## src/rtl/wrst_pkg.sv

```systemverilog
package wrst_pkg;

    typedef enum logic [1:0] {
        ST_GLOBAL    = 2'd0,
        ST_RUN       = 2'd1,
        ST_BUS_KEEP  = 2'd2,
        ST_BUS_CLEAR = 2'd3
    } rst_state_e;

    localparam int          BYTE_W      = 8;
    localparam int          PSTATE_W    = 2;
    localparam logic [7:0]  OFS_RETAIN  = 8'h80;
    localparam logic [7:0]  OFS_PLAIN   = 8'h81;
    localparam logic [7:0]  OFS_GPE_STS = 8'h88;
    localparam logic [7:0]  OFS_GPE_EN  = 8'h89;
    localparam logic [7:0]  OFS_PM_LO   = 8'hA4;
    localparam logic [7:0]  OFS_PM_HI   = 8'hA5;
    localparam int          HI_ARM_BIT  = 0;
    localparam int          HI_FLAG_BIT = 7;

endpackage

```

## src/rtl/wrst_seq.sv

```systemverilog
module wrst_seq
    import wrst_pkg::*;
(
    input  logic clk,
    input  logic glb_rst,
    input  logic bus_rst,
    input  logic wake_arm,
    output logic clr_plain,
    output logic clr_retain,
    output logic hold
);

    rst_state_e state_q;
    rst_state_e state_d;
    logic       keep;

    always_ff @(posedge clk) begin
        if (glb_rst) state_q <= ST_GLOBAL;
        else         state_q <= state_d;
    end

    always_comb begin
        state_d = state_q;
        unique case (state_q)
            ST_GLOBAL, ST_RUN: begin
                if (bus_rst) state_d = wake_arm ? ST_BUS_KEEP : ST_BUS_CLEAR;
                else         state_d = ST_RUN;
            end
            ST_BUS_KEEP, ST_BUS_CLEAR: begin
                if (!bus_rst) state_d = ST_RUN;
            end
            default: state_d = ST_GLOBAL;
        endcase
    end

    // On the first bus-reset cycle the arm bit still holds its pre-reset value.
    always_comb begin
        unique case (state_q)
            ST_GLOBAL, ST_RUN: keep = wake_arm;
            ST_BUS_KEEP:       keep = 1'b1;
            ST_BUS_CLEAR:      keep = 1'b0;
            default:           keep = 1'b0;
        endcase
        hold       = glb_rst | bus_rst;
        clr_plain  = glb_rst | bus_rst;
        clr_retain = glb_rst | (bus_rst & ~keep);
    end

endmodule

```

## src/rtl/wrst_gpe.sv

```systemverilog
module wrst_gpe #(
    parameter int NEVT = 8
) (
    input  logic            clk,
    input  logic            clr,
    input  logic            hold,
    input  logic            wr_sts,
    input  logic            wr_en_reg,
    input  logic [NEVT-1:0] wdata,
    input  logic [NEVT-1:0] evt_in,
    output logic [NEVT-1:0] sts_q,
    output logic [NEVT-1:0] en_q,
    output logic            evt_out
);

    logic [NEVT-1:0] hit;

    for (genvar i = 0; i < NEVT; i++) begin : g_cell
        always_ff @(posedge clk) begin
            if (clr) begin
                sts_q[i] <= 1'b0;
                en_q[i]  <= 1'b0;
            end else if (!hold) begin
                sts_q[i] <= evt_in[i] | (sts_q[i] & ~(wr_sts & wdata[i]));
                if (wr_en_reg) en_q[i] <= wdata[i];
            end
        end
        assign hit[i] = sts_q[i] & en_q[i];
    end

    assign evt_out = |hit;

endmodule

```

## src/rtl/wrst_pm.sv

```systemverilog
module wrst_pm
    import wrst_pkg::*;
(
    input  logic                clk,
    input  logic                clr_plain,
    input  logic                clr_retain,
    input  logic                hold,
    input  logic                wr_retain,
    input  logic                wr_plain,
    input  logic                wr_pm_lo,
    input  logic                wr_pm_hi,
    input  logic [BYTE_W-1:0]   wdata,
    input  logic                wake_in,
    output logic [BYTE_W-1:0]   retain_q,
    output logic [BYTE_W-1:0]   plain_q,
    output logic [PSTATE_W-1:0] pstate_q,
    output logic                wake_arm_q,
    output logic                wake_flag_q
);

    // Plain class
    always_ff @(posedge clk) begin
        if (clr_plain) begin
            plain_q  <= '0;
            pstate_q <= '0;
        end else if (!hold) begin
            if (wr_plain) plain_q  <= wdata;
            if (wr_pm_lo) pstate_q <= wdata[PSTATE_W-1:0];
        end
    end

    // Wake-retained class
    always_ff @(posedge clk) begin
        if (clr_retain) begin
            retain_q    <= '0;
            wake_arm_q  <= 1'b0;
            wake_flag_q <= 1'b0;
        end else if (!hold) begin
            if (wr_retain) retain_q   <= wdata;
            if (wr_pm_hi)  wake_arm_q <= wdata[HI_ARM_BIT];
            wake_flag_q <= wake_in | (wake_flag_q & ~(wr_pm_hi & wdata[HI_FLAG_BIT]));
        end
    end

endmodule

```

## src/rtl/wrst_bank.sv

```systemverilog
module wrst_bank
    import wrst_pkg::*;
#(
    parameter int NEVT = 8
) (
    input  logic            clk,
    input  logic            glb_rst,
    input  logic            bus_rst,
    input  logic [7:0]      addr,
    input  logic            wr_en,
    input  logic [7:0]      wr_data,
    output logic [7:0]      rd_data,
    input  logic            wake_in,
    input  logic [NEVT-1:0] evt_in,
    output logic            gpe_evt
);

    logic                clr_plain, clr_retain, hold;
    logic [BYTE_W-1:0]   retain_q, plain_q;
    logic [PSTATE_W-1:0] pstate_q;
    logic                wake_arm_q, wake_flag_q;
    logic [NEVT-1:0]     gpe_sts_q, gpe_en_q;
    logic [7:0]          sts_byte, en_byte;

    wrst_seq u_seq (
        .clk        (clk),
        .glb_rst    (glb_rst),
        .bus_rst    (bus_rst),
        .wake_arm   (wake_arm_q),
        .clr_plain  (clr_plain),
        .clr_retain (clr_retain),
        .hold       (hold)
    );

    wrst_pm u_pm (
        .clk         (clk),
        .clr_plain   (clr_plain),
        .clr_retain  (clr_retain),
        .hold        (hold),
        .wr_retain   (wr_en && addr == OFS_RETAIN),
        .wr_plain    (wr_en && addr == OFS_PLAIN),
        .wr_pm_lo    (wr_en && addr == OFS_PM_LO),
        .wr_pm_hi    (wr_en && addr == OFS_PM_HI),
        .wdata       (wr_data),
        .wake_in     (wake_in),
        .retain_q    (retain_q),
        .plain_q     (plain_q),
        .pstate_q    (pstate_q),
        .wake_arm_q  (wake_arm_q),
        .wake_flag_q (wake_flag_q)
    );

    wrst_gpe #(.NEVT(NEVT)) u_gpe (
        .clk       (clk),
        .clr       (clr_plain),
        .hold      (hold),
        .wr_sts    (wr_en && addr == OFS_GPE_STS),
        .wr_en_reg (wr_en && addr == OFS_GPE_EN),
        .wdata     (wr_data[NEVT-1:0]),
        .evt_in    (evt_in),
        .sts_q     (gpe_sts_q),
        .en_q      (gpe_en_q),
        .evt_out   (gpe_evt)
    );

    always_comb begin
        sts_byte = '0;
        en_byte  = '0;
        sts_byte[NEVT-1:0] = gpe_sts_q;
        en_byte[NEVT-1:0]  = gpe_en_q;
        rd_data = '0;
        case (addr)
            OFS_RETAIN:  rd_data = retain_q;
            OFS_PLAIN:   rd_data = plain_q;
            OFS_GPE_STS: rd_data = sts_byte;
            OFS_GPE_EN:  rd_data = en_byte;
            OFS_PM_LO:   rd_data[PSTATE_W-1:0] = pstate_q;
            OFS_PM_HI: begin
                rd_data[HI_ARM_BIT]  = wake_arm_q;
                rd_data[HI_FLAG_BIT] = wake_flag_q;
            end
            default:     rd_data = '0;
        endcase
    end

endmodule

```

## config.mk

```make
export PLATFORM = sky130hd
export DESIGN_NAME = wrst_bank
export DESIGN_NICKNAME = d
export VERILOG_FILES = /design/src/rtl/wrst_pkg.sv /design/src/rtl/wrst_seq.sv /design/src/rtl/wrst_gpe.sv /design/src/rtl/wrst_pm.sv /design/src/rtl/wrst_bank.sv
export SDC_FILE = /design/constraint.sdc
export NUM_CORES = 1
export LEC_CHECK = 0
export BUFFER_PORTS_ARGS = -buffer_cell sky130_fd_sc_hd__buf_2
export CAP_MARGIN = 20
export CORE_MARGIN = 2
export CORE_UTILIZATION = 49
export CTS_CLUSTER_SIZE = 8
export DETAILED_ROUTE_END_ITERATION = 10
export PLACE_DENSITY = 0.87
export RECOVER_POWER = 100
export SLEW_MARGIN = 30
export SYNTH_ARGS = -nofsm -noshare
export SYNTH_HDL_FRONTEND = slang
export SYNTH_SLANG_ARGS = --single-unit
```

## constraint.sdc

```tcl
create_clock -name clk -period 1.3 [get_ports clk]
set_input_delay 0 -clock clk [delete_from_list [all_inputs] [get_ports clk]]
set_output_delay 0 -clock clk [all_outputs]
set_load 0.02 [all_outputs]
```

# After elaboration in Yosys (flattened, before gate mapping)
# Cells that the tools add are included.
dict set report totals {
  ram_bits 0
  mem_count 0
  mem_bits_ro 0
  register_bits 38
  word_cells 102
  latch_bits 0
}
dict set report op_classes {
  n_bitwise 49
  n_mux 9
  n_eq_ne 10
  shifts 0
  n_lt_le_gt_ge 0
  reduce_logical 12
  n_mul 0
  n_div 0
  add_sub_neg 0
}
# op count
set op_table {}
lappend op_table {{$eq 8x8->1 const B} 6}
lappend op_table {{$and 1x1->1} 27}
lappend op_table {{$pmux 5 s4} 1}
lappend op_table {{$not 1->1} 11}
lappend op_table {{$or 1x1->1} 11}
lappend op_table {{$pmux 1 s5} 2}
lappend op_table {{$reduce_or 8->1} 1}
lappend op_table {{$logic_and 1x1->1} 6}
lappend op_table {{$pmux 1 s6} 1}
lappend op_table {{$eq 2x2->1 const B} 2}
lappend op_table {{$mux 2} 2}
lappend op_table {{$pmux 2 s2} 1}
lappend op_table {{$reduce_and 2->1} 2}
lappend op_table {{$reduce_or 2->1} 2}
lappend op_table {{$pmux 1 s3} 1}
lappend op_table {{$eq 2x1->1 const B} 1}
lappend op_table {{$logic_not 2->1} 1}
lappend op_table {{$ne 2x2->1 const B} 1}
lappend op_table {{$mux 1} 1}

# Longest topological paths before layout
dict set report depth {
  depth_word 6
  mapped_depth 5
  depth_no_buf 3
}

# Cells and area by module
# Synthesis repeated with hierarchy kept, for this count alone.
dict set report unflattened {
  hier_cells 221
  hier_area_um2 1965.6
}
# mod area_per_inst_um2 cells_each n_inst
set modules_own_cells {}
lappend modules_own_cells {wrst_pm 737.0 91 1}
lappend modules_own_cells {wrst_gpe 704.4 74 1}
lappend modules_own_cells {wrst_bank 431.7 46 1}
lappend modules_own_cells {wrst_seq 92.6 10 1}

# Least setup slack after synthesis
# Ideal clock, no wire load.
dict set report synth_path {
  path_type {register to register}
  startpoint {register u_seq.state_q[1]}
  endpoint {register u_pm.retain_q[0]}
  setup_time_ns 0.139
  stages_incl_launch_ff 6
  n_path_buf 2
  arrival_ns 1.084
  required_time_ns 1.161
  path_slack_ns 0.076
  path_cell_list {dfxtp_1 -> nor2b_1 -> buf_2 -> buf_2 -> o311ai_0 -> mux2i_1}
}
dict set report synth_via {
  elab_chain_cells 6
  elab_cells_between_ends 9
  cone_classes {3 x eq/ne; 1 x mux; 3 x bitwise; 2 x reduce/logical}
}
# item line
set synth_rtl {}
lappend synth_rtl {{from (decl)} wrst_seq.sv:13} ;# rst_state_e state_q;
lappend synth_rtl {{from (signal assigned)} wrst_seq.sv:19} ;# else state_q <= state_d;
lappend synth_rtl {{$eq 2x1->1 or $logic_not 2->1 (tied branches)} wrst_seq.sv:38} ;# unique case (state_q)
lappend synth_rtl {{$reduce_or 2->1} wrst_seq.sv:38}
lappend synth_rtl {{$pmux 1 s3 (*)} wrst_seq.sv:38}
lappend synth_rtl {{$not 1->1 (*)} wrst_seq.sv:46} ;# clr_retain = glb_rst | (bus_rst & ~keep);
lappend synth_rtl {{$and 1x1->1 (*)} wrst_seq.sv:46}
lappend synth_rtl {{$or 1x1->1 (*)} wrst_seq.sv:46}
lappend synth_rtl {{to (signal assigned)} wrst_pm.sv:39} ;# if (wr_retain) retain_q <= wdata;
lappend synth_rtl {{to (decl)} wrst_pm.sv:14} ;# output logic [BYTE_W-1:0] retain_q,
# Mark *: on every way between the ends. The rest lies on a longest branch, timed or not.
# A chain may end at the register's enable or synchronous reset.

# Worst setup path after layout
dict set report layout_path {
  startpoint {register u_pm.retain_q[0]}
  endpoint {output port rd_data[0]}
}
dict set report layout_via {
  elab_chain_cells 1
}
# item line
set layout_rtl {}
lappend layout_rtl {{$pmux 1 s6} wrst_bank.sv:72} ;# case (addr)
lappend layout_rtl {{to (decl)} wrst_bank.sv:12} ;# output logic [7:0] rd_data,
# Every way passes these cells.

==> flow_summary.json <==
{
  "synth_edf_count": 0,
  "required_ns": 1.30,
  "antenna_found_initial": 0,
  "worst_setup_path_start_kind": "register",
  "syn_to_final_growth_pct": 25.6,
  "worstPathArrival_ns": 1.37,
  "rsz0062_at_grt": "yes",
  "final-hold-violation-count": 0,
  "crit_chain": "mux2_4 > a221oi_2 > a211oi_2 > buf_2",
  "rr_worst_depth": 4,
  "synthFlopType": "dfxtp_1",
  "syn_nets": 245,
  "yosys_register_bits": 38,
  "gp_congestion": 0.851,
  "cp.buffers_inverters": 1,
  "slew_violations": 0,
  "hp-start": "wr_data[7]",
  "grt-ovfl-total": 0,
  "cts_root_buf": "clkbuf_8",
  "via_count": 1929,
  "grt_pass1_wl_mm": 8.42,
  "setup_ws_ns": -0.0716,
  "cts.htree.levels": 2,
  "syn_area_per_cell_um2": 9.41,
  "violations": "setup timing",
  "insertion_delay_ns": 0.30,
  "syn-instance-count": 216,
  "ant_nets": 0,
  "die-area_mm2": 0.00468,
  "setup_viol": 2,
  "utilization": 0.638,
  "holdPathStages": 2,
  "finalNetCount": 297,
  "grt_pass1_vias": 1745,
  "firstDrtPassIters": 5,
  "peakVddDrop_mv": 0.595,
  "drc": 0,
  "track_usage": 0.245,
  "cp_top_family": "flip-flops",
  "holdPathEnd": "u_gpe.sts_q[7]",
  "ys_warn_count": 0,
  "crit_path_top_delay_cell": "dfxtp_2",
  "initial_core_util": 0.508,
  "slew_headroom": 0.599,
  "grt_max_degree": 35,
  "ys_seq_area_frac": 0.374,
  "powerDensity_mw_per_mm2": 904,
  "slowest_delay_ns": 0.33,
  "cts_buffers": 5,
  "reg2reg_from": "u_seq.state_q[1]",
  "core_area_mm2": 0.00400,
  "finalInstanceArea_mm2": 0.00255,
  "skew_ns": 0.00272,
  "min_period_ns": 1.37,
  "clock_path_buffers": 2,
  "cp-end-kind": "output pin",
  "final_layout_size_suffix_gt1_frac": 0.253,
  "portBuffers": 37,
  "drv_cap": 0,
  "hpwl_mm": 3.68,
  "diodes": 0,
  "tightestPinTransition_ns": 0.602,
  "clk_pin_slew_ns": 0.07,
  "criticalPathCategory": "reg2out",
  "wire_per_inst_um": 16.9,
  "drt-total-wl_mm": 5.38,
  "finalCritPeriodShare": 1.06,
  "die_h_um": 68.4,
  "syn_area_mm2": 0.00203,
  "postPlaceCellArea_mm2": 0.00226,
  "status": "finished, violations left",
  "num_rows": 23,
  "clock_sinks": 38,
  "p_leak_nw": 1.05,
  "max_freq_mhz": 729,
  "die_x_um": 68.4,
  "drt_iter0_drc": 205,
  "hp-class": "in2reg",
  "cts_tree": "built",
  "path_depth": 4,
  "viasPerCell": 6.05,
  "synth_cell_types": 34,
  "async_flop_share": 0,
  "crit_fanout": 2,
  "rrSetupSlack_ns": 0.05,
  "r2r-end": "u_pm.retain_q[7]",
  "ios": 38
}
worst max path at each step:
stage / startpoint / to / slack, ns
3_3_place_gp: u_seq.state_q[1] / u_pm.retain_q[4] / 0.11
4_1_cts: u_pm.retain_q[0] / rd_data[0] / -0.06
5_1_grt: u_pm.retain_q[0] / rd_data[0] / -0.13
3_5_place_dp: u_seq.state_q[1] / u_pm.retain_q[5] / 0.05
2_1_floorplan: u_seq.state_q[1] / u_pm.retain_q[0] / 0.08
6_report: u_pm.retain_q[0] / rd_data[0] / -0.07
stage by stage:
step                      hold WS [ns]  instances  power [mW]  setup slack [ns]  TNS, ns
final                           0.0167        319        2.31           -0.0716   -0.106
after CTS                      0.00381        319        2.30           -0.0628  -0.0952
after detailed placement         0.211        293        1.44            0.0532        0
after floorplan                 0.0667        216        1.35            0.0764        0
after global routing            0.0266        319        2.38            -0.127   -0.235
after global placement           0.207        293        1.43             0.112        0
repair_timing:
item,in CTS,in global routing
pin swaps,3,0
setup buffers,1,0
endpoints found under the setup margin,3,12
hold endpoints to repair,12,0
hold buffers,17,0
gates resized for setup,7,13
cell usage after synthesis, types with 2 or more instances:
| master | n | area, um^2 |
|---|---|---|
| buf_2 | 7 | 35.0 |
| nor3b_4 | 2 | 37.5 |
| clkbuf_2 | 2 | 10.0 |
| dfxtp_1 | 38 | 761 |
| nor2_1 | 5 | 18.8 |
| a41oi_1 | 8 | 70.1 |
| clkbuf_1 | 5 | 18.8 |
| mux2_2 | 3 | 33.8 |
| buf_6 | 4 | 45.0 |
| o21ai_0 | 8 | 40.0 |
| o22ai_1 | 6 | 37.5 |
| nand2_1 | 29 | 109 |
| inv_1 | 11 | 41.3 |
| mux2i_1 | 38 | 380 |
| nor2b_1 | 2 | 12.5 |
| nand3_1 | 5 | 25.0 |
| o311ai_0 | 17 | 149 |
| a22oi_1 | 9 | 67.6 |
| and4_1 | 2 | 17.5 |
routing by layer:
metal	vias up	routed length (um)	global-route usage
met1	908	2380	0.331
met4	0	75	0.0900
li1	923	-	-
met2	91	2470	0.383
met5	-	0	0
met3	7	446	0.0493
cells in the final DEF, fill, tap and decap left out, drive strengths merged:
cell          n
nand4         1
o22ai         6
nor3b         3
a221oi        1
clkinv        1
o21a          1
and3b         2
and2          1
mux2i        38
dlygate4sd3  17
inv          11
a22oi         9
a21boi        1
buf          41
a211oi        1
nor3          1
mux2          3
nand2        29
and4          2
dfxtp        38
o22a          1
clkbuf       12
o311ai       18
a41oi         8
and3          1
nor2          5
o32ai         1
nor2b         2
o21ai         8
nand3         6
power by group:
group / switching (mW) / internal (mW)
clock network: 0.413 / 0.428
logic: 0.147 / 0.123
registers: 0.0146 / 1.18
total: 0.574 / 1.73
kinds of logic (layout without fill, tap and decap cells):
| logic type | Yosys count | count (layout) | synth area share |
|---|---|---|---|
| AO/OA/AOI/OAI | 55 | 55 | 0.208 |
| AND/OR/NAND/NOR | 53 | 53 | 0.140 |
| multiplexers | 41 | 41 | 0.204 |
| flip-flops | 38 | 38 | 0.374 |
| buffers and inverters | 29 | 82 | 0.0739 |
registers in the layout (all words and copies together), names as in the netlist:
signal and cells:
u_pm.retain_q 8, u_pm.pstate_q 2, u_seq.state_q 2, u_pm.plain_q 8, u_gpe.en_q 8, u_pm.wake_flag_q 1
u_gpe.sts_q 8, u_pm.wake_arm_q 1
area by class of cell:
type / instances / area (um^2)
Multi-Input combinational cell: 149 / 1150
Fill cell: 327 / 1450
Tap cell: 50 / 62.6
Inverter: 11 / 41.3
Timing Repair Buffer: 63 / 445
Clock inverter: 1 / 5.00
Sequential cell: 38 / 766
Clock buffer: 7 / 86.3
worst register-to-register path, stage by stage (launching register included):
cell and delay (ns):
dfxtp_1 0.32, nor2b_2 0.18, buf_4 0.19, o311ai_0 0.33, mux2i_1 0.11
(Power assumes the default switching activity.)
